`src/rtl/ifl_pkg.sv`:
```
package ifl_pkg;
  typedef enum logic [1:0] {
    ST_IDLE  = 2'd0,
    ST_ISSUE = 2'd1,
    ST_WAIT  = 2'd2,
    ST_DONE  = 2'd3
  } fetch_state_e;
endpackage

```
`src/rtl/ifl_addr_map.sv`:
```
module ifl_addr_map #(
  parameter int unsigned ADDR_W  = 32,
  parameter int unsigned OFF_W   = 3,
  parameter int unsigned INSTR_W = 32,
  parameter logic [ADDR_W-1:0] SEG0_LO = 32'h8000_0000,
  parameter logic [ADDR_W-1:0] SEG1_LO = 32'hA000_0000,
  parameter logic [ADDR_W-1:0] SEG_HI  = 32'hC000_0000
) (
  input  logic [ADDR_W-1:0] vaddr,
  input  logic              half,
  input  logic              rev,
  input  logic              big,
  output logic              misalign,
  output logic [ADDR_W-1:0] mem_addr,
  output logic [OFF_W-1:0]  lane
);
  localparam logic [OFF_W-1:0] OFF_MASK  = OFF_W'((1 << OFF_W) - 1);
  localparam logic [OFF_W-1:0] WORD_CODE = OFF_W'(INSTR_W / 8 - 1);
  localparam logic [OFF_W-1:0] HALF_CODE = OFF_W'(INSTR_W / 16 - 1);

  function automatic logic [ADDR_W-1:0] seg_translate(input logic [ADDR_W-1:0] va);
    if (va >= SEG0_LO && va < SEG1_LO)      return va - SEG0_LO;
    else if (va >= SEG1_LO && va < SEG_HI) return va - SEG1_LO;
    else                                    return va;
  endfunction

  function automatic logic [OFF_W-1:0] flip_bits(input logic [OFF_W-1:0] code);
    return OFF_MASK ^ code;
  endfunction

  logic [OFF_W-1:0]  code;
  logic [OFF_W-1:0]  flip;
  logic [ADDR_W-1:0] paddr;

  always_comb begin
    code     = half ? HALF_CODE : WORD_CODE;
    flip     = flip_bits(code);
    misalign = |(vaddr[OFF_W-1:0] & code);
    paddr    = seg_translate(vaddr);
    mem_addr = {paddr[ADDR_W-1:OFF_W], paddr[OFF_W-1:0] ^ (rev ? flip : '0)};
    lane     = vaddr[OFF_W-1:0] ^ (big ? flip : '0);
  end
endmodule

```
`src/rtl/ifl_lane_extract.sv`:
```
module ifl_lane_extract #(
  parameter int unsigned DATA_W  = 64,
  parameter int unsigned INSTR_W = 32,
  parameter int unsigned OFF_W   = 3
) (
  input  logic [DATA_W-1:0]  data,
  input  logic [OFF_W-1:0]   lane,
  input  logic               half,
  output logic [INSTR_W-1:0] instr
);
  localparam int unsigned NLANE = DATA_W / 8;
  localparam int unsigned HW    = INSTR_W / 2;
  localparam int unsigned PAD_W = DATA_W + INSTR_W - 8;

  logic [PAD_W-1:0]   padded;
  logic [INSTR_W-1:0] cand [NLANE];
  logic [INSTR_W-1:0] word;

  assign padded = {{(INSTR_W-8){1'b0}}, data};

  for (genvar g = 0; g < NLANE; g++) begin : g_lane
    assign cand[g] = padded[8*g +: INSTR_W];
  end

  always_comb begin
    word  = cand[lane];
    instr = half ? {{(INSTR_W-HW){1'b0}}, word[HW-1:0]} : word;
  end
endmodule

```
`src/rtl/ifl_fsm.sv`:
```
module ifl_fsm
  import ifl_pkg::*;
(
  input  logic         clk,
  input  logic         rst_n,
  input  logic         accept,
  input  logic         misalign,
  input  logic         mem_req_ready,
  input  logic         mem_rsp_valid,
  output fetch_state_e state,
  output logic         rsp_fire
);
  fetch_state_e nxt;

  assign rsp_fire = (state == ST_WAIT) && mem_rsp_valid;

  always_comb begin
    nxt = state;
    unique case (state)
      ST_IDLE:  if (accept) nxt = misalign ? ST_DONE : ST_ISSUE;
      ST_ISSUE: if (mem_req_ready) nxt = ST_WAIT;
      ST_WAIT:  if (mem_rsp_valid) nxt = ST_DONE;
      ST_DONE:  nxt = ST_IDLE;
      default:  nxt = ST_IDLE;
    endcase
  end

  always_ff @(posedge clk or negedge rst_n) begin
    if (!rst_n) state <= ST_IDLE;
    else        state <= nxt;
  end
endmodule

```
`src/rtl/ifetch_lane_unit.sv`:
```
module ifetch_lane_unit
  import ifl_pkg::*;
#(
  parameter int unsigned ADDR_W  = 32,
  parameter int unsigned DATA_W  = 64,
  parameter int unsigned INSTR_W = 32
) (
  input  logic               clk,
  input  logic               rst_n,
  input  logic               req_valid,
  output logic               req_ready,
  input  logic [ADDR_W-1:0]  req_vaddr,
  input  logic               req_half,
  input  logic               rev_endian,
  input  logic               big_endian,
  output logic               mem_req_valid,
  input  logic               mem_req_ready,
  output logic [ADDR_W-1:0]  mem_req_addr,
  input  logic               mem_rsp_valid,
  input  logic [DATA_W-1:0]  mem_rsp_data,
  output logic               res_valid,
  output logic [INSTR_W-1:0] res_instr,
  output logic               res_exc
);
  localparam int unsigned OFF_W = $clog2(DATA_W / 8);

  fetch_state_e       state;
  logic               accept_fire;
  logic               misalign_c;
  logic               rsp_fire;
  logic [ADDR_W-1:0]  addr_c;
  logic [OFF_W-1:0]   lane_c;
  logic [INSTR_W-1:0] instr_c;

  logic [ADDR_W-1:0]  addr_q;
  logic [OFF_W-1:0]   lane_q;
  logic               half_q;
  logic [INSTR_W-1:0] instr_q;
  logic               exc_q;

  assign req_ready   = (state == ST_IDLE);
  assign accept_fire = req_valid && req_ready;

  ifl_addr_map #(.ADDR_W(ADDR_W), .OFF_W(OFF_W), .INSTR_W(INSTR_W)) u_map (
    .vaddr    (req_vaddr),
    .half     (req_half),
    .rev      (rev_endian),
    .big      (big_endian),
    .misalign (misalign_c),
    .mem_addr (addr_c),
    .lane     (lane_c)
  );

  ifl_fsm u_fsm (
    .clk           (clk),
    .rst_n         (rst_n),
    .accept        (accept_fire),
    .misalign      (misalign_c),
    .mem_req_ready (mem_req_ready),
    .mem_rsp_valid (mem_rsp_valid),
    .state         (state),
    .rsp_fire      (rsp_fire)
  );

  ifl_lane_extract #(.DATA_W(DATA_W), .INSTR_W(INSTR_W), .OFF_W(OFF_W)) u_ext (
    .data  (mem_rsp_data),
    .lane  (lane_q),
    .half  (half_q),
    .instr (instr_c)
  );

  always_ff @(posedge clk or negedge rst_n) begin
    if (!rst_n) begin
      addr_q  <= '0;
      lane_q  <= '0;
      half_q  <= 1'b0;
      instr_q <= '0;
      exc_q   <= 1'b0;
    end else begin
      if (accept_fire) begin
        addr_q <= addr_c;
        lane_q <= lane_c;
        half_q <= req_half;
        if (misalign_c) begin
          instr_q <= '0;
          exc_q   <= 1'b1;
        end
      end
      if (rsp_fire) begin
        instr_q <= instr_c;
        exc_q   <= 1'b0;
      end
    end
  end

  assign mem_req_valid = (state == ST_ISSUE);
  assign mem_req_addr  = addr_q;
  assign res_valid     = (state == ST_DONE);
  assign res_instr     = instr_q;
  assign res_exc       = exc_q;
endmodule

```
`config.mk`:
```
export PLATFORM = sky130hd
export DESIGN_NAME = ifetch_lane_unit
export DESIGN_NICKNAME = d
export VERILOG_FILES = /design/src/rtl/ifl_pkg.sv /design/src/rtl/ifl_addr_map.sv /design/src/rtl/ifl_lane_extract.sv /design/src/rtl/ifl_fsm.sv /design/src/rtl/ifetch_lane_unit.sv
export SDC_FILE = /design/constraint.sdc
export NUM_CORES = 1
export LEC_CHECK = 0
export BUFFER_PORTS_ARGS = -buffer_cell sky130_fd_sc_hd__buf_2
export CAP_MARGIN = 10
export CORE_ASPECT_RATIO = 1.2
export CORE_MARGIN = 4
export CORE_UTILIZATION = 30
export DETAILED_ROUTE_END_ITERATION = 6
export SYNTH_ARGS = -nofsm -noshare
export SYNTH_HDL_FRONTEND = slang
export SYNTH_HIERARCHICAL = 1
export SYNTH_SLANG_ARGS = --single-unit
```
`constraint.sdc`:
```
create_clock -name clk -period 3.4 [get_ports clk]
set_input_delay 0.51 -clock clk [delete_from_list [all_inputs] [get_ports clk]]
set_output_delay 0.51 -clock clk [all_outputs]
set_load 0.02 [all_outputs]
```
==> flow_metrics.tcl, run 1 <==
set metrics [dict create \
    whs_ps 321 \
    drive_gt1_share_pct 47.1 \
    synth_edf_count 0 \
    drc 0 \
    grt_pass1_wl_mm 22.8 \
    syn-cell-area_mm2 0.00504 \
    drt_iter0_markers 245 \
    power_density_mw_per_mm2 946 \
    synth_cells 455 \
    cts_buffers 9 \
    synth_warnings 6 \
    clk_path_buf_depth 2 \
    grt_usage_pct 15.4 \
    setup_tns_ps 0 \
    path_class "reg -> reg" \
    finalWeightedCongestion 0.896 \
    nFillCells 1657 \
    syn_nets 564 \
    ant_nets 0 \
    yosys.cell_types.count 45 \
    first_pass_iters 5 \
    dp_hpwl_mm 10.7 \
    clk_pin_slew_ps 60 \
    rsz0062_at_grt "no" \
    cts_sinks 71 \
    status "completed" \
    io_pins 172 \
    dieHeight_um 150 \
    postSynthAreaPerCell_um2 11.1 \
    synthFlopType "dfrtp_1" \
    crit_required_ps 3600 \
    crit_chain "buf_4 > mux2_2 > a221o_1 > nand2_1 > o21ai_0" \
    critPathArrivalTime_ps 2430 \
    crit_fanout 57 \
    routedWlPerCell_um 18.7 \
    grt-ovfl-total 0 \
    cts_hold_buf 0 \
    period_minus_slack_ps 2230 \
    wl_mm 14.8 \
    finalHoldViolCount 0 \
    slew_viol_final 0 \
    holdCritPathClass "in -> async" \
    cts_setup_buffers 0 \
    synth-seq-area-share_pct 35.2 \
    antenna_found_initial 1 \
    end_kind "flip-flop" \
    cts_resized 0 \
    async_flop_share_pct 100 \
    viasPerCell 5.08 \
    h-tree-depth 3 \
    cp-start-kind "flip-flop" \
    rows 51 \
    p_leak_nw 2.86 \
    initial_core_util_pct 30.8 \
    grt_pass1_vias 4115 \
    final_util_pct 36.7 \
    vdd_drop_max_uv 541 \
    finalClockSkew_ps 9.49 \
    clockRootBuffer "clkbuf_16" \
    cp_slowest_cell "buf_4" \
    vias 4041 \
    cts_tree "yes" \
    setup_viol 0 \
    ys_ff_latch 71 \
    relSlewSlack_pct 30.5 \
    cpPeakStageDelay_ps 660 \
    area_growth_pct 19.3 \
    diodes 0 \
    die_x_um 126 \
    clock_latency_ps 340 \
    finalCritPeriodShare_pct 65.5 \
    clock.fmax_ghz 0.449 \
    worst_pin_slew_ps 1040 \
    seqCellArea_mm2 0.00178 \
    dieArea_mm2 0.0190 \
    core_area_mm2 0.0164 \
    final_nets 688 \
    grt_max_degree 72 \
    maxCapViolCount 0 \
    multi_input_area_mm2 0.00278 \
    port_buffers 171 \
]
-- final cells by class --
cell class / count / share of cell area [%]
clock buffers: 10 / 3.80
clock inverters: 6 / 0.769
inverters: 8 / 0.499
multi-input cells: 314 / 46.2
flip-flops and latches: 71 / 29.5
well taps: 212 / 4.41
repair buffers: 175 / 14.8
-- synthesized netlist by cell type, types with 10 or more instances --
library cell,n,area (um2)
buf_2,12,60.1
buf_4,30,225
dfrtp_1,71,1780
mux2_2,31,349
mux2_4,29,435
mux2i_1,42,420
mux4_1,10,263
nand2_1,43,161
nand2b_1,33,206
nor2_1,10,37.5
o21ai_0,38,190
-- cells by family after synthesis --
| group | synth area share (%) |
|---|---|
| compound gates | 10.1 |
| xor+xnor | 0.695 |
| fa+ha+maj | 1.24 |
| buf+inv | 9.77 |
| flops | 35.2 |
| mux | 31.8 |
| simple gates | 11.2 |
-- layout by cell type (no fill, tap or decap), drive strengths merged --
| cell | count |
|---|---|
| a31oi | 8 |
| a221o | 8 |
| a222oi | 1 |
| dfrtp | 71 |
| xnor2 | 2 |
| clkbuf | 10 |
| or3 | 1 |
| or2 | 9 |
| nor2 | 11 |
| o21ba | 1 |
| mux2 | 60 |
| clkinvlp | 2 |
| nand2 | 43 |
| and2b | 1 |
| a21o | 1 |
| and2 | 2 |
| or3b | 2 |
| mux4 | 16 |
| a2bb2oi | 1 |
| o21ai | 41 |
| a22oi | 1 |
| a21oi | 2 |
| o22ai | 8 |
| clkinv | 3 |
| buf | 175 |
| mux2i | 42 |
| nand2b | 33 |
| nor3 | 1 |
| o22a | 8 |
| and4bb | 1 |
| nor2b | 2 |
| xor2 | 2 |
| ha | 5 |
| inv | 9 |
| nor3b | 1 |
-- path summary, 6_finish.rpt --
kind	startpoint	endpoint	slack, ps	cells past startpoint
setup reg to reg	lane_q[0]	res_instr[27]	1170	5
max in group asynchronous	rst_n	lane_q[0]	2420	1
setup / recovery	lane_q[0]	res_instr[27]	1170	5
hold / removal	rst_n	res_exc	320	1
hold reg to reg	mem_req_addr[27]	mem_req_addr[27]	500	1
min in group clk	req_vaddr[18]	mem_req_addr[18]	400	2
-- metrics by stage --
stage | setup WS (ps) | power, mW | instances | area (um2)
2_1_floorplan | 1660 | 4.02 | 455 | 5040
3_3_place_gp | 1260 | 4.77 | 780 | 5740
3_5_place_dp | 1210 | 4.84 | 780 | 5740
4_1_cts | 1190 | 5.77 | 796 | 6020
5_1_grt | 1060 | 6.07 | 796 | 6020
6_report | 1170 | 5.69 | 796 | 6020
-- registers in the layout, indices dropped and copies added, names as in the netlist --
register and flops:
lane_q 3, u_fsm/state 2, res_exc 1, half_q 1, res_instr 32, mem_req_addr 32
-- layer usage --
layer  wire, um  track usage [%]  vias up
met2       7270             24.5      153
li1           -                -     1859
met5         13                0        -
met3       1150             4.86       19
met4        309             6.44        2
met1       6110             19.2     2008
-- worst max-delay path: cells and delay by family (launching register included) --
kind / cells / cell delay, ps
buffers and inverters: 1 / 660
and+or+nand+nor: 1 / 60
muxes: 1 / 430
DFF: 1 / 500
AOI/OAI and AO/OA: 2 / 410
-- power by group --
part / switching (mW) / leakage, nW / total, mW / internal [mW]
sequential: 0.305 / 0.883 / 1.56 / 1.25
clock: 0.380 / 0.129 / 0.878 / 0.497
combinational: 1.76 / 1.85 / 3.26 / 1.50
total: 2.44 / 2.86 / 5.69 / 3.25
(Power assumes the default switching activity.)
==> run 2, diff against run 1 <==
==> constraint.sdc (replaced) <==
create_clock -name clk -period 1.8 [get_ports clk]
set_input_delay 0.27 -clock clk [delete_from_list [all_inputs] [get_ports clk]]
set_output_delay 0.27 -clock clk [all_outputs]
set_load 0.02 [all_outputs]
==> run 2 against run 1 <==
  * Non-clock buffer count up 20
  * Core utilization up 1.7 points
  * First-iteration DRC count down 3.7%
  * Sequential share of layout area down 1.2 points
  * Worst setup slack worse by 1100 ps
  * Wire length up 2.7%
  * Via count up 1.4%
  * Critical path depth unchanged
  * Clock power up 100%
  * Maximum frequency up 30%
  * Sequential cell count unchanged
  * Die area unchanged
==> flow_metrics.tcl, run 2 (synthesized netlist as in run 1, its figures left out) <==
set metrics [dict create \
    r2r-start "lane_q[1]" \
    wl_mm 15.3 \
    setup_viol 0 \
    finalCritPeriodShare_pct 95.0 \
    finalHoldViolCount 0 \
    h-tree-depth 3 \
    ant_nets 0 \
    routedWlPerCell_um 18.6 \
    grt_usage_pct 16.2 \
    finalClockSkew_ps 4.35 \
    grt_pass1_vias 4394 \
    clk_path_buf_depth 2 \
    die_x_um 126 \
    drc 0 \
    final_common_cell "buf_2" \
    p_leak_nw 2.99 \
    vdd_drop_max_uv 768 \
    finalWeightedCongestion 0.893 \
    clk_pin_slew_ps 60 \
    status "completed" \
    grt-ovfl-total 0 \
    drt_iter0_markers 236 \
    cp_slowest_cell "mux4_1" \
    slew_viol_final 0 \
    end_kind "flip-flop" \
    cp-start-kind "flip-flop" \
    cpPeakStageDelay_ps 570 \
    period_minus_slack_ps 1710 \
    first_pass_iters 4 \
    final_util_pct 38.4 \
    cts_buffers 9 \
    drive_gt1_share_pct 49.3 \
    vias 4097 \
    fin_area_mm2 0.00630 \
    dieArea_mm2 0.0190 \
    port_buffers 171 \
    min-delay-start "req_vaddr[9]" \
    nFillCells 1637 \
    antenna_found_initial 6 \
    viasPerCell 5.00 \
    crit_start "lane_q[1]" \
    clock.fmax_ghz 0.585 \
    maxCapViolCount 0 \
    rsz0062_at_grt "no" \
    critPathArrivalTime_ps 1910 \
    cts_sinks 71 \
    final_cell_mix "buf_2, dfrtp_1, nand2_1, mux2i_1, o21ai_0" \
    dpl-instance-area_mm2 0.00595 \
    dpl.cell_count 798 \
    rows 51 \
    holdCritPathClass "in -> reg" \
    core_area_mm2 0.0164 \
    power_density_mw_per_mm2 1800 \
    io_pins 172 \
    area_growth_pct 24.8 \
    crit_fanout 6 \
    final_cells 820 \
    initial_core_util_pct 30.8 \
    path_class "reg -> reg" \
    dp_hpwl_mm 11.5 \
    cts_tree "yes" \
    grt_max_degree 66 \
    crit_required_ps 2000 \
    clockRootBuffer "clkbuf_16" \
    dieHeight_um 150 \
    clock_latency_ps 340 \
    worst_pin_slew_ps 489 \
    final_nets 708 \
    crit_chain "buf_4 > mux4_1 > mux2_2 > nand2_1 > o21ai_0" \
    relSlewSlack_pct 67.3 \
    grt_pass1_wl_mm 24.1 \
]
-- run 2: power by group --
part / switching (mW) / total (mW) / internal (mW)
clock: 0.715 / 1.79 / 1.07
combinational: 3.45 / 6.65 / 3.20
sequential: 0.510 / 2.88 / 2.37
-- run 2: critical path, delay by kind of cell, from the launching register on --
kind / cells / cell delay (ps)
AO/OA/AOI/OAI: 1 / 70
buffers and inverters: 1 / 170
flip-flops: 1 / 420
multiplexers: 2 / 850
AND/OR/NAND/NOR: 1 / 60
-- run 2: path summary, 6_finish.rpt --
check / cells past startpoint / slack (ps) / endpoint
setup / recovery: 5 / 90 / res_instr[0]
setup reg to reg: 5 / 90 / res_instr[0]
max in group asynchronous: 3 / 710 / mem_req_addr[26]
hold reg to reg: 1 / 500 / res_exc
hold / removal: 2 / 150 / mem_req_addr[9]
min in group asynchronous: 2 / 430 / res_exc
-- run 2: final cells by class --
class | instances | area, um2 | share of cell area [%]
Antenna cell | 4 | 10.0 | 0.159
Clock buffer | 11 | 233 | 3.70
Clock inverter | 5 | 58.8 | 0.934
Inverter | 8 | 30.0 | 0.477
Multi-Input combinational cell | 314 | 2800 | 44.4
Sequential cell | 71 | 1780 | 28.3
Tap cell | 212 | 265 | 4.21
Timing Repair Buffer | 195 | 1120 | 17.8
-- run 2: metal layers --
| metal | global-route usage [%] | vias to the layer above | routed length, um |
|---|---|---|---|
| met4 | 5.95 | 4 | 239 |
| met1 | 20.0 | 2038 | 6360 |
| li1 | - | 1905 | - |
| met2 | 26.9 | 132 | 7530 |
| met5 | 0 | - | 30 |
| met3 | 4.61 | 18 | 1090 |
-- run 2: through the flow --
stage                     setup slack, ps  TNS [ps]  total power [mW]  hold slack, ps
after floorplan                       111         0              7.59           -25.6
after global placement              -5.34     -5.34              9.33             260
after detailed placement            -21.2     -36.3              9.51             271
after CTS                            9.94         0              11.4             136
after global routing                 8.72         0              12.1             146
final                                89.7         0              11.3             155
-- run 2: what timing repair did --
item	CTS	global route
gates cloned	0	0
setup endpoints to repair	3	27
pin swaps	0	1
gates resized for setup	2	6
setup buffers	0	1
endpoints found under the hold margin	31	0
hold buffers	1	0
==> run 3, diff against run 2 <==
--- a/config.mk
+++ b/config.mk
@@ -5,12 +5,13 @@
 export SDC_FILE = /design/constraint.sdc
 export NUM_CORES = 1
 export LEC_CHECK = 0
+export ABC_AREA = 1
 export BUFFER_PORTS_ARGS = -buffer_cell sky130_fd_sc_hd__buf_2
 export CAP_MARGIN = 10
 export CORE_ASPECT_RATIO = 1.2
-export CORE_MARGIN = 4
 export CORE_UTILIZATION = 30
 export DETAILED_ROUTE_END_ITERATION = 6
+export SETUP_SLACK_MARGIN = 0.2
 export SYNTH_ARGS = -nofsm -noshare
 export SYNTH_HDL_FRONTEND = slang
 export SYNTH_HIERARCHICAL = 1
==> run 3 against run 2 <==
  * Non-clock buffer count decreased by 4
  * Via count up 24%
  * Sequential share of layout area grew 1.5 points
  * Design area down 5.4%
  * Sequential cell count unchanged
  * Die area shrank 14%
  * Wire length fell by 0.58%
  * Critical path type unchanged
  * Critical endpoint is now res_instr[19]
==> flow_metrics.tcl, run 3 <==
set metrics [dict create \
    cp_slowest_cell "dfrtp_1" \
    drc 0 \
    syn-cell-area_mm2 0.00476 \
    clk_pin_slew_ps 60 \
    ys_ff_latch 71 \
    finalCritPeriodShare_pct 82.5 \
    synth_warnings 6 \
    use_met1_pct 21.0 \
    clk_path_buf_depth 2 \
    io_pins 172 \
    endpoint "res_instr[19]" \
    end_kind "flip-flop" \
    ant_nets 0 \
    clock.fmax_ghz 0.674 \
    power_density_mw_per_mm2 1780 \
    maxCapViolCount 0 \
    crit_fanout 27 \
    synth_edf_count 0 \
    crit_start "lane_q[1]" \
    dieHeight_um 140 \
    reg2reg_depth 6 \
    synth_common_cells "nand2_1, nand3_1, dfrtp_1, buf_4, inv_1" \
    final_cells 1067 \
    postSynthAreaPerCell_um2 6.59 \
    cts_tree "yes" \
    critPathArrivalTime_ps 1700 \
    worst_slack_ps 316 \
    finalWeightedCongestion 0.877 \
    port_buffers 171 \
    cts_sinks 71 \
    drive_gt1_share_pct 25.1 \
    syn_nets 832 \
    grt_max_degree 72 \
    wl_mm 15.2 \
    synth_top_area_share_pct 37.3 \
    final_common_cell "nand2_1" \
    rows 50 \
    critPathBufInv 1 \
    h-tree-depth 3 \
    grt-busiest-layer "met2" \
    cp_top_family "flip-flops" \
    crit_required_ps 2020 \
    grt-ovfl-total 0 \
    finalHoldViolCount 0 \
    async_flop_share_pct 100 \
    crit_chain "buf_4 > nand3_1 > nand3_1 > a21oi_1 > nand2_1 > nand2_1" \
    synthFlopType "dfrtp_1" \
    dieArea_mm2 0.0164 \
    dp_slack_ps 284 \
    p_total_mw 10.6 \
    whs_ps 123 \
    period_minus_slack_ps 1480 \
    use_met3_pct 5.80 \
    vias 5070 \
    r2r-start "lane_q[1]" \
    area_growth_pct 25.1 \
    synth_cells 723 \
    setup_viol 0 \
    grt_usage_pct 19.0 \
    clock_latency_ps 330 \
    setup_tns_ps 0 \
    clockRootBuffer "clkbuf_16" \
    status "completed" \
    nFillCells 1727 \
    die_x_um 117 \
    synth_area_leader_cell "dfrtp_1" \
    synthTopCellsByArea "dfrtp_1, nand2_1, nand3_1" \
    finalClockSkew_ps 6.00 \
    grt_pass1_vias 4932 \
    viasPerCell 4.75 \
    r2r_slack_ps 320 \
    p_leak_nw 3.44 \
    use_met2_pct 34.1 \
    dp_hpwl_mm 11.1 \
    cp-start-kind "flip-flop" \
    r2r-end "res_instr[19]" \
    drt_iter0_markers 370 \
    relSlewSlack_pct 56.8 \
    antenna_found_initial 4 \
    grt_pass1_wl_mm 23.9 \
    path_depth 6 \
    yosysMostFrequentCell "nand2_1" \
    cpPeakStageDelay_ps 480 \
    dpl.cell_count 1047 \
    cts_buffers 9 \
    seqCellArea_mm2 0.00178 \
    path_class "reg -> reg" \
    vdd_drop_max_uv 860 \
    initial_core_util_pct 30.6 \
    final_nets 962 \
    routedWlPerCell_um 14.2 \
    yosys.cell_types.count 22 \
    hold_depth 3 \
    core_area_mm2 0.0156 \
    rsz0062_at_grt "no" \
    multi_input_area_mm2 0.00240 \
    first_pass_iters 5 \
    synth-seq-area-share_pct 37.3 \
    worst_pin_slew_ps 649 \
    holdCritPathClass "in -> reg" \
    final_cell_mix "nand2_1, buf_2, nand3_1, dfrtp_1, inv_1" \
    slew_viol_final 0 \
]
## run 3: changes by cell type after synthesis, sizes merged, moves of 16 or more
cell    change
nand2     +307
nand3     +139
mux2       -60
mux2i      -42
nand2b     -33
o21ai      -29
inv        +22
a21oi      +17
mux4       -16
## run 3: how the worst min path moves through the flow
stage | startpoint | end
final | req_vaddr[16] | mem_req_addr[16]
after CTS | req_vaddr[6] | mem_req_addr[6]
after detailed placement | rst_n | res_exc
after global routing | req_vaddr[17] | mem_req_addr[17]
after floorplan | rst_n | half_q
after global placement | rst_n | res_exc
## run 3: final cells by class
cell class / instances / share of cell area, %
multi-input cells: 550 / 40.3
flip-flops and latches: 71 / 29.8
repair buffers: 191 / 18.1
clock buffers: 12 / 4.47
well taps: 208 / 4.37
inverters: 30 / 1.99
clock inverters: 4 / 0.861
diodes: 1 / 0.0420
## run 3: timing repair
| item | CTS | global route |
|---|---|---|
| buffers inserted | 0 | 2 |
| setup endpoints to repair | 0 | 13 |
| gates resized for setup | 0 | 3 |
| hold buffers | 1 | 0 |
| endpoints found under the hold margin | 71 | 0 |
## run 3: power breakdown
part           switching (mW)  internal (mW)  total, mW
registers               0.486           2.28       2.76
logic                    3.96           2.02       5.98
clock network           0.690           1.19       1.88
## run 3: through the flow
| step | area (um2) | util [%] |
|---|---|---|
| floorplan | 4760 | - |
| global placement | 5590 | 35.9 |
| detailed placement | 5590 | 35.9 |
| CTS | 5920 | 38.0 |
| global route | 5960 | 38.2 |
| finish | 5960 | 38.2 |
## run 3: kinds of logic after synthesis
logic type | after synthesis | share of synthesized area (%)
buffers and inverters | 102 | 12.2
DFF | 71 | 37.3
AOI/OAI and AO/OA | 39 | 4.52
xor gates and xnor gates | 4 | 0.736
adders and majority gates | 5 | 1.31
and+or+nand+nor | 502 | 43.9
## run 3: tightest hold or removal path: stages
cell,delay [ps]
buf_2,70
nand2_1,40
nand2_1,40
## run 3: metal layers
metal | vias up | wire (um)
li1 | 2528 | -
met4 | 4 | 365
met3 | 29 | 1030
met2 | 173 | 7720
met1 | 2336 | 6020
met5 | - | 22
